File: src/rtl/sram_ctl_pkg.sv
package sram_ctl_pkg;

    typedef enum logic [2:0] {
        ST_IDLE  = 3'd0,
        ST_WSET  = 3'd1,
        ST_WPUL  = 3'd2,
        ST_WHOLD = 3'd3,
        ST_RPUL  = 3'd4,
        ST_RTURN = 3'd5
    } seq_state_e;

endpackage

File: src/rtl/sram_ctl_seq.sv
module sram_ctl_seq
    import sram_ctl_pkg::*;
#(
    parameter int ADDR_W    = 21,
    parameter int DATA_W    = 8,
    parameter int SETUP_CYC = 1,
    parameter int WE_CYC    = 2,
    parameter int RD_CYC    = 2,
    parameter int TURN_CYC  = 1
) (
    input  logic              clk,
    input  logic              rst,
    input  logic              req_valid,
    input  logic              req_write,
    input  logic [ADDR_W-1:0] req_addr,
    input  logic [DATA_W-1:0] req_wdata,
    output logic              req_ready,
    output logic [ADDR_W-1:0] mem_addr,
    output logic              ce_n,
    output logic              oe_n,
    output logic              we_n,
    output logic [DATA_W-1:0] dq_out,
    output logic              dq_oe,
    output logic              cap_en
);

    localparam int MAX_AB  = (SETUP_CYC > WE_CYC) ? SETUP_CYC : WE_CYC;
    localparam int MAX_CD  = (RD_CYC > TURN_CYC) ? RD_CYC : TURN_CYC;
    localparam int MAX_CYC = (MAX_AB > MAX_CD) ? MAX_AB : MAX_CD;
    localparam int CNT_W   = $clog2(MAX_CYC + 1);

    typedef logic [CNT_W-1:0] cnt_t;

    typedef struct packed {
        seq_state_e        st;
        cnt_t              cnt;
        logic [ADDR_W-1:0] addr;
        logic [DATA_W-1:0] wdata;
        logic              ce_n;
        logic              oe_n;
        logic              we_n;
        logic              dq_oe;
    } seq_regs_t;

    localparam seq_regs_t RESET_VAL = '{
        st: ST_IDLE, cnt: '0, addr: '0, wdata: '0,
        ce_n: 1'b1, oe_n: 1'b1, we_n: 1'b1, dq_oe: 1'b0
    };

    seq_regs_t r_d, r_q;
    logic      last_d;

    assign last_d = (r_q.cnt == '0);

    always_comb begin
        r_d    = r_q;
        cap_en = 1'b0;
        case (r_q.st)
            ST_IDLE: begin
                if (req_valid) begin
                    r_d.addr  = req_addr;
                    r_d.wdata = req_wdata;
                    r_d.ce_n  = 1'b0;
                    if (req_write) begin
                        r_d.st  = ST_WSET;
                        r_d.cnt = cnt_t'(SETUP_CYC - 1);
                    end else begin
                        r_d.st   = ST_RPUL;
                        r_d.oe_n = 1'b0;
                        r_d.cnt  = cnt_t'(RD_CYC - 1);
                    end
                end
            end
            ST_WSET: begin
                if (last_d) begin
                    r_d.st   = ST_WPUL;
                    r_d.we_n = 1'b0;
                    r_d.cnt  = cnt_t'(WE_CYC - 1);
                end else begin
                    r_d.cnt = r_q.cnt - 1'b1;
                end
            end
            ST_WPUL: begin
                r_d.dq_oe = 1'b1;
                if (last_d) begin
                    r_d.st   = ST_WHOLD;
                    r_d.we_n = 1'b1;
                end else begin
                    r_d.cnt = r_q.cnt - 1'b1;
                end
            end
            ST_WHOLD: begin
                r_d.st    = ST_IDLE;
                r_d.ce_n  = 1'b1;
                r_d.dq_oe = 1'b0;
            end
            ST_RPUL: begin
                if (last_d) begin
                    cap_en   = 1'b1;
                    r_d.st   = ST_RTURN;
                    r_d.ce_n = 1'b1;
                    r_d.oe_n = 1'b1;
                    r_d.cnt  = cnt_t'(TURN_CYC - 1);
                end else begin
                    r_d.cnt = r_q.cnt - 1'b1;
                end
            end
            ST_RTURN: begin
                if (last_d) begin
                    r_d.st = ST_IDLE;
                end else begin
                    r_d.cnt = r_q.cnt - 1'b1;
                end
            end
            default: r_d = RESET_VAL;
        endcase
    end

    always_ff @(posedge clk) begin
        if (rst) begin
            r_q <= RESET_VAL;
        end else begin
            r_q <= r_d;
        end
    end

    assign req_ready = (r_q.st == ST_IDLE);
    assign mem_addr  = r_q.addr;
    assign ce_n      = r_q.ce_n;
    assign oe_n      = r_q.oe_n;
    assign we_n      = r_q.we_n;
    assign dq_out    = r_q.wdata;
    assign dq_oe     = r_q.dq_oe;


    drive_window_chk: assert property (@(posedge clk) disable iff (rst)
        dq_oe |-> (!we_n || !$past(we_n)));


    drive_late_chk: assert property (@(posedge clk) disable iff (rst)
        $fell(we_n) |-> !dq_oe);


    write_strobe_chk: assert property (@(posedge clk) disable iff (rst)
        !we_n |-> (!ce_n && oe_n));


    read_strobe_chk: assert property (@(posedge clk) disable iff (rst)
        !oe_n |-> (we_n && !ce_n && !dq_oe));


    addr_hold_chk: assert property (@(posedge clk) disable iff (rst)
        (!ce_n && !$past(ce_n)) |-> $stable(mem_addr));


    busy_ready_chk: assert property (@(posedge clk) disable iff (rst)
        !ce_n |-> !req_ready);


    turn_idle_chk: assert property (@(posedge clk) disable iff (rst)
        $rose(oe_n) |-> (ce_n && !req_ready && !dq_oe));

endmodule

File: src/rtl/sram_ctl_rdcap.sv
module sram_ctl_rdcap #(
    parameter int DATA_W = 8
) (
    input  logic              clk,
    input  logic              rst,
    input  logic              cap_en,
    input  logic [DATA_W-1:0] dq_in,
    output logic              rsp_valid,
    output logic [DATA_W-1:0] rsp_rdata
);

    typedef struct packed {
        logic              valid;
        logic [DATA_W-1:0] data;
    } cap_regs_t;

    cap_regs_t c_d, c_q;

    always_comb begin
        c_d       = c_q;
        c_d.valid = cap_en;
        if (cap_en) begin
            c_d.data = dq_in;
        end
    end

    always_ff @(posedge clk) begin
        if (rst) begin
            c_q <= '0;
        end else begin
            c_q <= c_d;
        end
    end

    assign rsp_valid = c_q.valid;
    assign rsp_rdata = c_q.data;


    rsp_pulse_chk: assert property (@(posedge clk) disable iff (rst)
        rsp_valid |=> !rsp_valid);

endmodule

File: src/rtl/sram_ctl.sv
module sram_ctl #(
    parameter int ADDR_W    = 21,
    parameter int DATA_W    = 8,
    parameter int SETUP_CYC = 1,
    parameter int WE_CYC    = 2,
    parameter int RD_CYC    = 2,
    parameter int TURN_CYC  = 1
) (
    input  logic              clk,
    input  logic              rst,
    input  logic              req_valid,
    output logic              req_ready,
    input  logic              req_write,
    input  logic [ADDR_W-1:0] req_addr,
    input  logic [DATA_W-1:0] req_wdata,
    output logic              rsp_valid,
    output logic [DATA_W-1:0] rsp_rdata,
    output logic [ADDR_W-1:0] sram_addr,
    output logic              sram_ce_n,
    output logic              sram_oe_n,
    output logic              sram_we_n,
    output logic [DATA_W-1:0] sram_dq_out,
    output logic              sram_dq_oe,
    input  logic [DATA_W-1:0] sram_dq_in
);

    logic cap_en;

    sram_ctl_seq #(
        .ADDR_W(ADDR_W), .DATA_W(DATA_W), .SETUP_CYC(SETUP_CYC),
        .WE_CYC(WE_CYC), .RD_CYC(RD_CYC), .TURN_CYC(TURN_CYC)
    ) u_seq (
        .clk(clk), .rst(rst),
        .req_valid(req_valid), .req_write(req_write),
        .req_addr(req_addr), .req_wdata(req_wdata),
        .req_ready(req_ready),
        .mem_addr(sram_addr), .ce_n(sram_ce_n), .oe_n(sram_oe_n),
        .we_n(sram_we_n), .dq_out(sram_dq_out), .dq_oe(sram_dq_oe),
        .cap_en(cap_en)
    );

    sram_ctl_rdcap #(
        .DATA_W(DATA_W)
    ) u_rdcap (
        .clk(clk), .rst(rst),
        .cap_en(cap_en), .dq_in(sram_dq_in),
        .rsp_valid(rsp_valid), .rsp_rdata(rsp_rdata)
    );

endmodule

File: config.mk
export PLATFORM = sky130hd
export DESIGN_NAME = sram_ctl
export DESIGN_NICKNAME = d
export VERILOG_FILES = /design/src/rtl/sram_ctl_pkg.sv /design/src/rtl/sram_ctl_seq.sv /design/src/rtl/sram_ctl_rdcap.sv /design/src/rtl/sram_ctl.sv
export SDC_FILE = /design/constraint.sdc
export NUM_CORES = 1
export LEC_CHECK = 0
export ABC_AREA = 1
export BUFFER_PORTS_ARGS = -buffer_cell sky130_fd_sc_hd__buf_2
export CAP_MARGIN = 10
export CORE_ASPECT_RATIO = 0.9
export CORE_MARGIN = 10
export CORE_UTILIZATION = 49
export DETAILED_ROUTE_END_ITERATION = 10
export GPL_ROUTABILITY_DRIVEN = 0
export PLACE_DENSITY_LB_ADDON = 0.08
export SLEW_MARGIN = 5
export SYNTH_ARGS = -nofsm -noshare
export SYNTH_HDL_FRONTEND = slang
export SYNTH_SLANG_ARGS = --single-unit
File: constraint.sdc
create_clock -name clk -period 2 [get_ports clk]
set_clock_uncertainty 0.1 [all_clocks]
set_input_delay 0.4 -clock clk [delete_from_list [all_inputs] [get_ports clk]]
set_output_delay 0.4 -clock clk [all_outputs]
set_load 0.005 [all_outputs]
Word-level counts from Yosys, hierarchy flattened
Index checks and enable logic that the tools add are counted.

Register bits after elaboration: 47. Output and inout bits: 43. Word-level logic and storage cells: 64.

Reduce and logical (&&, ||, !) cells: 14. Muxes and demuxes: 22. Bitwise gates (word level): 5. Add/sub/neg operators: 1. Eq/ne operators: 12.

Operators with widths (count): $pmux 29 s2 (1); $mux 36 (1); $pmux 3 s5 (1); $mux 3 (4); $reduce_or 4->1 (3); $pmux 2 s5 (1); $pmux 1 s3 (3); $reduce_and 3->1 (3); $mux 2 (4); $ne 2x1->1 const B (4); $eq 3x2->1 const B (2); $eq 3x3->1 const B (2); $ne 2x2->1 const B (3); $mux 1 (5); $mux 5 (1); $not 1->1 (5); $reduce_and 5->1 (1); $reduce_or 5->1 (1); $reduce_and 4->1 (1); $eq 3x1->1 const B (1); $logic_not 3->1 (1); $reduce_or 3->1 (1); $logic_not 2->1 (1); $pmux 1 s2 (1); other kinds (3) (3).

Depth between registers and ports, before layout
Depth in word-level cells: 4. Depth in mapped cells: 9. Depth with buffers taken out: 8.

Hierarchy
From an unflattened synthesis, not the netlist that was laid out.

Cells, all modules: 317. Area total of the unflattened synthesis: 2419.8 um^2.

Modules (own cells, without submodules): sram_ctl_seq (sequential area each 760.7 um^2, cells each 263, times used 1, area an instance 2050.7 um^2); sram_ctl_rdcap (sequential area each 180.2 um^2, cells each 54, times used 1, area an instance 369.1 um^2).

Least setup slack after synthesis
OpenSTA, ideal clock, no wires.

Kind: register to register. Start point: reg u_seq.r_q[35] (netlist bit). End point: reg u_seq.r_q, in the netlist u_seq.dq_out[0]. Setup slack: 0.530 ns. Stages on the path, launching flop included: 10. Path buffers: 3. Required time: 1.787 ns. Data arrival time: 1.258 ns. Period minus slack after synthesis: 1.470 ns. Setup time: 0.113 ns. Path through: dfxtp_1 > buf_2 > nor2_4 > nand3_2 > nand3_2 > nor2_4 > buf_6 > buf_6 > nor2_1 > nor2_1.

Word-level cells in the longest chain between the ends: 4.

RTL lines: start, declared (line sram_ctl_seq.sv:50) `seq_regs_t r_d, r_q;`; start signal, assigned (line sram_ctl_seq.sv:123) `r_q <= r_d;`; $eq 3x2->1, or another cell as far along (line sram_ctl_seq.sv:58) `case (r_q.st)`; $reduce_or 5->1 (no source line); $not 1->1 (no source line); $reduce_and 2->1 (no source line).

Several ways; a longest one is shown, not always the timed one. A chain may end at the register's enable or synchronous reset.

Worst setup path after layout
Start point: reg u_seq.r_q[35] (netlist bit). End point: out req_ready.

Word-level cells in the longest chain between the ends: 1.

RTL lines: $logic_not 3->1 (line sram_ctl_seq.sv:127) `assign req_ready = (r_q.st == ST_IDLE);`; end, declared (line sram_ctl.sv:12) `output logic req_ready,`.

Every way passes these cells.

==> metrics.txt <==
# TYPE chip_impl_metric gauge
chip_impl_info{name="outcome",value="finished clean"} 1
chip_impl_metric{name="final_period_minus_worst_setup_slack",unit="ps"} 1827
chip_impl_metric{name="grt_max_degree",unit=""} 59
chip_impl_metric{name="dp_slack",unit="ps"} 311.4
chip_impl_metric{name="report.final.hold_viol_count",unit=""} 0
chip_impl_metric{name="synth_enable_flop_cells",unit=""} 0
chip_impl_metric{name="postSynthRegisterBits",unit=""} 47
chip_impl_info{name="timing.critical_path.from_type",value="register"} 1
chip_impl_metric{name="maxClockFrequency",unit="GHz"} 0.5474
chip_impl_metric{name="design.final.nets",unit=""} 445
chip_impl_metric{name="synthesized_netlist_net_count",unit=""} 393
chip_impl_metric{name="static_leakage_power",unit="nW"} 1.457
chip_impl_metric{name="power_per_unit_of_standard_cell_area",unit="nW/um^2"} 1572
chip_impl_metric{name="antenna_violations_before_repair",unit=""} 0
chip_impl_metric{name="synth.cell_area",unit="um^2"} 2337
chip_impl_metric{name="syn_avg_cell_area",unit="um^2"} 6.697
chip_impl_metric{name="worst_slew_margin",unit="%"} 79.74
chip_impl_metric{name="clock_path_buffers",unit=""} 2
chip_impl_info{name="grt_setup_unrepaired",value="no"} 1
chip_impl_metric{name="vdd.ir_drop.worst",unit="uV"} 718.9
chip_impl_info{name="worstSetupPathType",value="register to output pin"} 1
chip_impl_metric{name="ioPinCount",unit=""} 84
chip_impl_metric{name="clk-insertion-delay-late",unit="ps"} 290
chip_impl_metric{name="hpwl",unit="um"} 4124
chip_impl_metric{name="initial_core_utilization",unit="%"} 51.40
chip_impl_metric{name="power.share.clock",unit="%"} 13.6
chip_impl_metric{name="required",unit="ps"} 1500
chip_impl_metric{name="setup_slack",unit="ps"} 173.1
chip_impl_metric{name="detail_route.drc_violations",unit=""} 0
chip_impl_metric{name="areaGrowthSynthToFinish",unit="%"} 14.35
chip_impl_metric{name="ys.warnings.count",unit=""} 0
chip_impl_metric{name="power",unit="mW"} 4.200
chip_impl_metric{name="final.fill_count",unit=""} 490
chip_impl_metric{name="final-setup-viol-count",unit=""} 0
chip_impl_metric{name="path_clk_slew",unit="ps"} 80
chip_impl_metric{name="cts_inserted_buffers",unit=""} 5
chip_impl_info{name="clock_tree_from_tritoncts",value="done"} 1
chip_impl_metric{name="switching_power",unit="mW"} 1.836
chip_impl_metric{name="pwr-share-seq",unit="%"} 33.7
chip_impl_metric{name="postSynthCellCount",unit=""} 349
chip_impl_metric{name="cells_resized_by_post_cts_repair",unit=""} 0
chip_impl_metric{name="postCtsHoldBufs",unit=""} 0
chip_impl_metric{name="clock_sink_count",unit=""} 47
chip_impl_metric{name="power.share.switching",unit="%"} 43.72
chip_impl_metric{name="grt-ovfl-total",unit=""} 0
chip_impl_metric{name="layout-drive-gt1-share",unit="%"} 26.18
chip_impl_metric{name="drt-initial-drc-count",unit=""} 87
chip_impl_metric{name="grt.total_usage",unit="%"} 13.15
chip_impl_info{name="mostFrequentLayoutCells",value="nand2_1, buf_2, nor2_1"} 1
chip_impl_metric{name="dieArea",unit="um^2"} 7936
chip_impl_metric{name="number_of_buffers_added_on_ports",unit=""} 83
chip_impl_info{name="worst_hold_path_type",value="primary input to register"} 1
chip_impl_metric{name="floorplan.die.width",unit="um"} 92.80
chip_impl_metric{name="max_cap_viol_count",unit=""} 0
chip_impl_metric{name="chipHeight",unit="um"} 85.52
chip_impl_metric{name="core_region_area",unit="um^2"} 4547
chip_impl_metric{name="share_comb_of_total_power",unit="%"} 52.7
chip_impl_metric{name="final_min_period_over_clock_period",unit="%"} 91.34
chip_impl_metric{name="fin_max_slew_vios",unit=""} 0
chip_impl_metric{name="asyncSetResetFlopFracSynth",unit="%"} 0
chip_impl_metric{name="n_antenna_cell",unit=""} 0
chip_impl_metric{name="synthDistinctLibCells",unit=""} 20
chip_impl_info{name="ys.flop_type",value="dfxtp_1"} 1
chip_impl_metric{name="cts_setup_buffers",unit=""} 0
chip_impl_metric{name="max_h_tree_level",unit=""} 2
chip_impl_metric{name="seq_area_frac_synth",unit="%"} 40.26
chip_impl_metric{name="tightest_slew",unit="ps"} 303.2
chip_impl_metric{name="p_int",unit="mW"} 2.364
chip_impl_info{name="cts.root.buffer_cell",value="clkbuf_8"} 1
chip_impl_metric{name="grt_first_pass_wirelength",unit="um"} 8797
chip_impl_metric{name="fp-row-count",unit=""} 23
chip_impl_metric{name="first_pass_iters",unit=""} 4
chip_impl_metric{name="via_count_of_the_first_global_routing_pass",unit=""} 1949
chip_impl_metric{name="routed_wl",unit="um"} 5417
chip_impl_metric{name="critPathArrivalTime",unit="ps"} 1330
chip_impl_metric{name="final_antenna_net_count",unit=""} 0
chip_impl_metric{name="largest_fanout_on_the_critical_path",unit=""} 7
chip_impl_info{name="timing.critical_path.to_type",value="output pin"} 1
chip_impl_metric{name="avgViaCountPerCell",unit=""} 4.616
chip_impl_info{name="final_common_cell",value="nand2_1"} 1
chip_impl_metric{name="via_count",unit=""} 2137
chip_impl_metric{name="routedWlPerCell",unit="um"} 11.70
chip_impl_metric{name="timing.setup.tns",unit="ps"} 0
## registers in the layout, indices dropped and copies added (netlist names)
name / count
u_seq.dq_oe: 1
u_seq.r_q: 5
u_seq.we_n: 1
u_seq.ce_n: 1
u_seq.dq_out: 8
u_rdcap.rsp_valid: 1
u_seq.mem_addr: 21
u_seq.oe_n: 1
u_rdcap.rsp_rdata: 8
## power by group through the flow
stage | combinational [mW] | clock, mW | sequential [mW]
global route | 2.58 | 0.623 | 1.46
floorplan | 1.93 | 0 | 1.39
finish | 2.21 | 0.570 | 1.42
CTS | 2.25 | 0.593 | 1.42
global placement | 2.21 | 0 | 1.44
detailed placement | 2.24 | 0 | 1.44
## kinds of logic (layout without fill, tap and decap cells)
logic type                 count (synthesis)  after routing  synth area share [%]
AOI/OAI and AO/OA                         22             22                 4.925
adders and majority gates                  3              3                 1.606
buffers and inverters                     59            111                 15.52
DFF                                       47             47                 40.26
and+or+nand+nor                          218            218                 37.69
## Yosys cell counts (2+ instances only)
master,instances,share of area [%]
buf_2,8,1.7
nand2_1,126,20
nand4_1,3,0.80
inv_1,10,1.6
ha_1,3,1.6
nand3_1,20,4.3
buf_6,3,1.4
nor2_4,2,0.96
dfxtp_1,47,40
inv_2,3,0.48
o21ai_0,5,1.1
clkbuf_1,5,0.80
nor2_1,64,10
buf_4,29,9.3
a21oi_1,15,3.2
nand3_2,2,0.86
## metal layers
| layer | routed length, um | global-route usage [%] |
|---|---|---|
| met2 | 2166 | 18.71 |
| met1 | 2547 | 16.47 |
| met5 | 0 | 0 |
| met3 | 657 | 7.491 |
| met4 | 45 | 3.782 |
## per-stage QoR
step | cells | cell area (um^2) | util [%] | hold slack, ps
floorplan | 349 | 2337 | - | 350.8
global placement | 456 | 2585 | 56.85 | 344.8
detailed placement | 456 | 2585 | 56.85 | 353.2
CTS | 463 | 2673 | 58.78 | 262.1
global route | 463 | 2673 | 58.78 | 276.4
finish | 463 | 2673 | 58.78 | 268.0
## critical path, stage by stage (launching register included)
cell,delay (ps)
dfxtp_1,400
nor2_4,220
nand2_1,120
inv_1,150
buf_2,150
## area by class of cell
type	count	area (um^2)	share of cell area [%]
clock inverters	1	5.005	0.1873
multi-input cells	243	1033	38.67
well taps	62	77.57	2.903
repair buffers	90	480.5	17.98
clock buffers	6	82.58	3.090
flip-flops and latches	47	940.9	35.21
inverters	14	52.55	1.966
## path summary, 6_finish.rpt
kind,start,to,slack [ps],cells after the start
setup / recovery,u_seq.r_q[35],req_ready,170,4
hold / removal,sram_dq_in[3],u_rdcap.rsp_rdata[3],270,3
setup reg to reg,u_seq.r_q[37],u_seq.dq_out[0],300,8
hold reg to reg,u_rdcap.rsp_rdata[3],u_rdcap.rsp_rdata[3],360,2
No activity file was read; power rests on OpenSTA's default activity.
